[config.mk]
export PLATFORM = sky130hd
export DESIGN_NAME = serint_host
export DESIGN_NICKNAME = d
export VERILOG_FILES = /design/src/rtl/serint_pkg.sv /design/src/rtl/serint_seq.sv /design/src/rtl/serint_capture.sv /design/src/rtl/serint_drive.sv /design/src/rtl/serint_host.sv
export SDC_FILE = /design/constraint.sdc
export NUM_CORES = 1
export LEC_CHECK = 0
export BUFFER_PORTS_ARGS = -buffer_cell sky130_fd_sc_hd__buf_2
export CAP_MARGIN = 20
export CORE_MARGIN = 3
export CORE_UTILIZATION = 45
export DETAILED_ROUTE_END_ITERATION = 10
export PLACE_DENSITY = 0.69
export SLEW_MARGIN = 30
export SYNTH_ARGS = -nofsm -noshare
export SYNTH_HDL_FRONTEND = slang
export SYNTH_HIERARCHICAL = 1
export SYNTH_SLANG_ARGS = --single-unit
[constraint.sdc]
create_clock -name clk -period 2.2 [get_ports clk]
set_input_delay 0.11 -clock clk [delete_from_list [all_inputs] [get_ports clk]]
set_output_delay 0.11 -clock clk [all_outputs]
set_load 0.02 [all_outputs]
[src/rtl/serint_pkg.sv]
package serint_pkg;
  typedef enum logic [3:0] {
    ST_IDLE, ST_WAIT, ST_START, ST_START_REC, ST_START_TA,
    ST_DATA, ST_STOP, ST_STOP_REC, ST_STOP_TA
  } seq_state_t;

  typedef enum logic {MODE_CONT = 1'b0, MODE_QUIET = 1'b1} bus_mode_t;

  localparam int CNT_W = 4;

  // Start-frame width from the 2-bit code; the reserved code falls back to 4.
  function automatic logic [CNT_W-1:0] start_width(input logic [1:0] code);
    case (code)
      2'b01:   return CNT_W'(6);
      2'b10:   return CNT_W'(8);
      default: return CNT_W'(4);
    endcase
  endfunction
endpackage

[src/rtl/serint_seq.sv]
module serint_seq
  import serint_pkg::*;
#(
  parameter int NUM_FRAMES = 21,
  parameter int STOP_QUIET = 2,
  parameter int STOP_CONT  = 3,
  localparam int FW = $clog2(NUM_FRAMES)
) (
  input  logic          clk,
  input  logic          rst_n,
  input  logic          enable,
  input  logic [1:0]    width_sel,
  input  logic          quiet_sel,
  input  logic          line_in,
  output seq_state_t    state,
  output bus_mode_t     mode,
  output logic          sample_en,
  output logic [FW-1:0] frame_idx,
  output logic          seq_done
);
  logic [CNT_W-1:0] cnt;
  logic [1:0]       phase;
  bus_mode_t        next_mode;
  logic             last_frame;

  assign last_frame = (frame_idx == FW'(NUM_FRAMES - 1));
  assign sample_en  = (state == ST_DATA) && (phase == 2'd0);
  assign seq_done   = (state == ST_DATA) && (phase == 2'd2) && last_frame;

  always_ff @(posedge clk or negedge rst_n) begin
    if (!rst_n) begin
      state     <= ST_IDLE;
      cnt       <= '0;
      phase     <= '0;
      frame_idx <= '0;
      mode      <= MODE_CONT;
      next_mode <= MODE_CONT;
    end else if (!enable) begin
      state <= ST_IDLE;
      mode  <= MODE_CONT;
    end else begin
      case (state)
        ST_IDLE: begin
          state <= ST_START;
          cnt   <= start_width(width_sel) - CNT_W'(1);
        end
        ST_WAIT: if (!line_in) begin
          // peripheral supplied the first low clock
          state <= ST_START;
          cnt   <= start_width(width_sel) - CNT_W'(2);
        end
        ST_START: if (cnt == '0) state <= ST_START_REC; else cnt <= cnt - CNT_W'(1);
        ST_START_REC: state <= ST_START_TA;
        ST_START_TA: begin
          state     <= ST_DATA;
          frame_idx <= '0;
          phase     <= '0;
        end
        ST_DATA: begin
          if (phase == 2'd2) begin
            phase <= '0;
            if (last_frame) begin
              state     <= ST_STOP;
              cnt       <= quiet_sel ? CNT_W'(STOP_QUIET - 1) : CNT_W'(STOP_CONT - 1);
              next_mode <= quiet_sel ? MODE_QUIET : MODE_CONT;
            end else begin
              frame_idx <= frame_idx + FW'(1);
            end
          end else begin
            phase <= phase + 2'd1;
          end
        end
        ST_STOP: if (cnt == '0) state <= ST_STOP_REC; else cnt <= cnt - CNT_W'(1);
        ST_STOP_REC: state <= ST_STOP_TA;
        ST_STOP_TA: begin
          mode <= next_mode;
          if (next_mode == MODE_QUIET) begin
            state <= ST_WAIT;
          end else begin
            state <= ST_START;
            cnt   <= start_width(width_sel) - CNT_W'(1);
          end
        end
        default: state <= ST_IDLE;
      endcase
    end
  end
endmodule

[src/rtl/serint_capture.sv]
module serint_capture #(
  parameter int NUM_FRAMES = 21,
  parameter logic [NUM_FRAMES-1:0] LOW_ACTIVE = 21'h1F0004,
  localparam int FW = $clog2(NUM_FRAMES)
) (
  input  logic                  clk,
  input  logic                  rst_n,
  input  logic                  sample_en,
  input  logic [FW-1:0]         frame_idx,
  input  logic                  line_in,
  input  logic                  seq_done,
  output logic [NUM_FRAMES-1:0] levels
);
  logic [NUM_FRAMES-1:0] shadow;

  for (genvar k = 0; k < NUM_FRAMES; k++) begin : g_slot
    always_ff @(posedge clk or negedge rst_n) begin
      if (!rst_n)
        shadow[k] <= 1'b0;
      else if (sample_en && frame_idx == FW'(k))
        shadow[k] <= LOW_ACTIVE[k] ? !line_in : line_in;
    end
  end

  always_ff @(posedge clk or negedge rst_n) begin
    if (!rst_n)        levels <= '0;
    else if (seq_done) levels <= shadow;
  end
endmodule

[src/rtl/serint_drive.sv]
module serint_drive
  import serint_pkg::*;
(
  input  seq_state_t state,
  output logic       drive_low,
  output logic       drive_high
);
  always_comb begin
    drive_low  = (state == ST_START) || (state == ST_STOP);
    drive_high = (state == ST_START_REC) || (state == ST_STOP_REC);
  end
endmodule

[src/rtl/serint_host.sv]
module serint_host
  import serint_pkg::*;
#(
  parameter int NUM_FRAMES = 21,
  parameter logic [NUM_FRAMES-1:0] LOW_ACTIVE = 21'h1F0004,
  parameter int STOP_QUIET = 2,
  parameter int STOP_CONT  = 3
) (
  input  logic                  clk,
  input  logic                  rst_n,
  input  logic                  enable,
  input  logic [1:0]            width_sel,
  input  logic                  quiet_sel,
  input  logic                  line_in,
  output logic                  line_drive_low,
  output logic                  line_drive_high,
  output logic [NUM_FRAMES-1:0] irq_level,
  output logic                  mode_quiet
);
  localparam int FW = $clog2(NUM_FRAMES);

  seq_state_t    state;
  bus_mode_t     mode;
  logic          sample_en;
  logic          seq_done;
  logic [FW-1:0] frame_idx;

  serint_seq #(
    .NUM_FRAMES(NUM_FRAMES), .STOP_QUIET(STOP_QUIET), .STOP_CONT(STOP_CONT)
  ) i_seq (
    .clk(clk), .rst_n(rst_n), .enable(enable), .width_sel(width_sel),
    .quiet_sel(quiet_sel), .line_in(line_in), .state(state), .mode(mode),
    .sample_en(sample_en), .frame_idx(frame_idx), .seq_done(seq_done)
  );

  serint_capture #(.NUM_FRAMES(NUM_FRAMES), .LOW_ACTIVE(LOW_ACTIVE)) i_cap (
    .clk(clk), .rst_n(rst_n), .sample_en(sample_en), .frame_idx(frame_idx),
    .line_in(line_in), .seq_done(seq_done), .levels(irq_level)
  );

  serint_drive i_drv (
    .state(state), .drive_low(line_drive_low), .drive_high(line_drive_high)
  );

  assign mode_quiet = (mode == MODE_QUIET);
endmodule

==> metrics.txt <==
Initial Util=between 40 and 50%; Arrival @ worst endpoint=roughly 2.4 ns; leading area contributor after synthesis=dfrtp_1; IO Port Bufs=30; FF/Latch Area=~1500 um2; DR DRC count=0; Tcrit/Tclk final=98.8%; clock sink count=a little under 60; GR Overflow Total=0; hold path cells=3; Hold WC Path Type=primary input to flip-flop; drt first-iter violations=roughly 150; Cell Area, Synth=2930 um2; initial antenna violation count=0; Crit path top cell by count=or4_4; Die X=86.7 um; post-synthesis async set-or-reset flop share=100%; Synth Instances=about 250; sequential area share after synthesis=between 50% and 60%; clk slew on worst S/H paths=~0.07 ns; RD Place Congestion=0.862; EDFF count, synth=0; CP Data Required Time=2.41 ns; Int Pwr=2.20 mW; io pins=31; WS Path Type=flip-flop to flip-flop; Max FO, Critical Path=3; Final Critical Period=2.17 ns; Die Area=~7500 um2; setup_tns=0 ns; pwr/cell area=906 nW/um2; synthesized area per cell=~12 um2; Worst setup EP type=flip-flop; sw power=979 uW; Die Y=approximately 87 um; fillers=511; via count=2054; GR Util met2=23.9%; Comb power frac=slightly below 30%; Yosys top cell area share=a little over 50%; CP bufs+invs=0; critical-path cell list=or4_4 -> or4_4 -> and3_4 -> a21o_4 -> mux2_4; Slew Viols, Final=0; worst rel slew slack=68.6%; gr usage total=16.5%; Ant. Diodes=0; Net Sw Frac=30.8%; Top Usage Layer GRT=met2; CP delay by family, top=simple AND/OR/NAND/NOR gates; Root Driver=clkbuf_8; final WL=roughly 5600 um; synth unique cells=56; startpoint types=flip-flop; most area-consuming cells after synthesis=dfrtp_1 50%, mux2_2 11%, mux2_1 3.1%; DR WL/cell=14.9 um; max incr delay on CP=0.54 ns; slowest cell on the critical path=or4_4; Seq cells post-synth=59; M3 GR Usage=3.71%; Layout Nets=between 300 and 400; top-count cell post-synth=dfrtp_1; Pleak=1.73 nW; Pwr Total=~3.2 mW; first-pass GRT wire length=about 9600 um; final instance area=3510 um2; layout cell share with drive strength beyond 1=36.3%; setup violators final=0; top cells by count, synth=59 x dfrtp_1, 29 x mux2_2, 22 x nand2_1, 15 x nor2_1, 14 x inv_1; Layout Area Growth over Synthesis=19.9%; sequential share of power=40.0%; drt pass-1 iters=4; Clock Power Share=between 30% and 40%; vias in the first global route=just over 2000; Post-DRT Antenna Nets=0; Reg-to-Reg Start=i_seq/cnt[2]$_DFFE_PN0P_; worst IR drop on VDD=0.488 mV; worst r2r dst=i_seq/cnt[0]$_DFFE_PN0P_; largest net degree at the start of global routing=25; post-layout util=57.6%; reg2reg path depth=5; CTS tree=yes; clock latency on the worst-skew pair=0.33 ns; multi-input logic area=1370 um2; HP Start=enable; Max Cap Viol=0; via/cell ratio=5.43; Syn Nets=~260; routing usage on met1=roughly 22%; Final Hold Viols=0; htree depth=3; Worst setup startpoint=i_seq/cnt[2]$_DFFE_PN0P_; placement-stage cell area=3270 um2; TritonCTS buffer count=9; Max Clk Rate=460 MHz; status=finished clean; CTS Buffer Depth=2; CORE AREA=~6100 um2; clk_skew=between 0.01 and 0.015 ns; Reg2Reg Setup Slack=0.03 ns; hold endpoint=i_seq/mode$_DFFE_PN0P_; row count=28; Post-synth top flop=dfrtp_1; detailed placer's ending HPWL=3880 um; Worst-Margin Slew=approximately 0.46 ns; Synth warnings=6
power by group through the flow:
stage	clock network, mW	logic [mW]	registers [mW]
after global routing	1.07	1.01	1.28
after global placement	0	0.869	1.28
after floorplan	0	0.635	1.28
after CTS	1.01	0.893	1.27
after detailed placement	0	0.886	1.29
final	0.985	0.921	1.27
layout make-up:
class | count | share of cell area [%]
clock buffer | 10 | 3.92
clock inverter | 6 | 1.85
inverter | 15 | 1.64
multi-input combinational | 164 | 39.0
sequential | 59 | 42.1
tap | 75 | 2.67
timing repair buffer | 49 | 8.84
state kept, by name, indices dropped and copies added, names as in the netlist:
name	cells
i_seq/frame_idx	5
i_seq/cnt	4
i_seq/next_mode	1
i_seq/mode	1
i_seq/state	4
i_cap/shadow	21
i_cap/levels	21
i_seq/phase	2
logic make-up after synthesis:
kind of cell,Yosys count,synth area share (%)
flops,59,50.4
buf+inv,25,3.63
xor+xnor,7,2.09
mux,49,19.0
simple gates,80,16.5
fa+ha+maj,6,2.56
compound gates,22,5.77
worst min-delay path: stages:
cell and delay (ns):
buf_2 0.14, inv_1 0.08, nor2_1 0.04
what timing repair did:
| item | in CTS | in global routing |
|---|---|---|
| endpoints found under the hold margin | 13 | 0 |
| gates resized for setup | 0 | 2 |
| hold buffers | 2 | 0 |
| endpoints found under the setup margin | 0 | 3 |
| setup buffers | 0 | 1 |
worst max-delay path by stage:
| stage | endpoint | slack, ns | cells after the start |
|---|---|---|---|
| 6_report | i_seq/cnt[0]$_DFFE_PN0P_ | 0.03 | 5 |
| 5_1_grt | i_seq/cnt[0]$_DFFE_PN0P_ | -0.005 | 5 |
| 4_1_cts | i_seq/cnt[0]$_DFFE_PN0P_ | 0.03 | 5 |
| 3_5_place_dp | i_seq/cnt[0]$_DFFE_PN0P_ | 0.05 | 5 |
| 3_3_place_gp | i_seq/cnt[0]$_DFFE_PN0P_ | 0.07 | 5 |
| 2_1_floorplan | i_cap/shadow[7]$_DFFE_PN0P_ | 0.05 | 7 |
metal layers:
| metal | up-vias | routed length, um | share of wire (%) |
|---|---|---|---|
| met5 | - | 0 | 0 |
| met4 | 0 | 175 | 3.1 |
| met3 | 15 | 293 | 5.2 |
| met2 | 52 | 2540 | 45 |
| met1 | 1003 | 2640 | 47 |
| li1 | 984 | - | - |
metrics by stage:
stage / hold WS (ns) / std cells / worst slack (ns)
final: 0.0859 / 378 / 0.0254
after detailed placement: 0.0222 / 359 / 0.0535
after floorplan: -0.186 / 248 / 0.0480
after CTS: 0.0648 / 377 / 0.0283
after global routing: 0.0831 / 378 / -0.00481
after global placement: 0.0159 / 359 / 0.0681
cells in the final DEF (no fill, tap or decap), types with 6 or more instances in the layout:
cell type  Yosys  layout
buf_2          3      30
buf_4          2      16
clkbuf_8       0      10
dfrtp_1       59      59
ha_1           6       6
inv_1         14      14
mux2_1         8       8
mux2_2        29      29
mux2i_1        8       8
nand2_1       22      22
nor2_1        15      15
(Power assumes the default switching activity.)
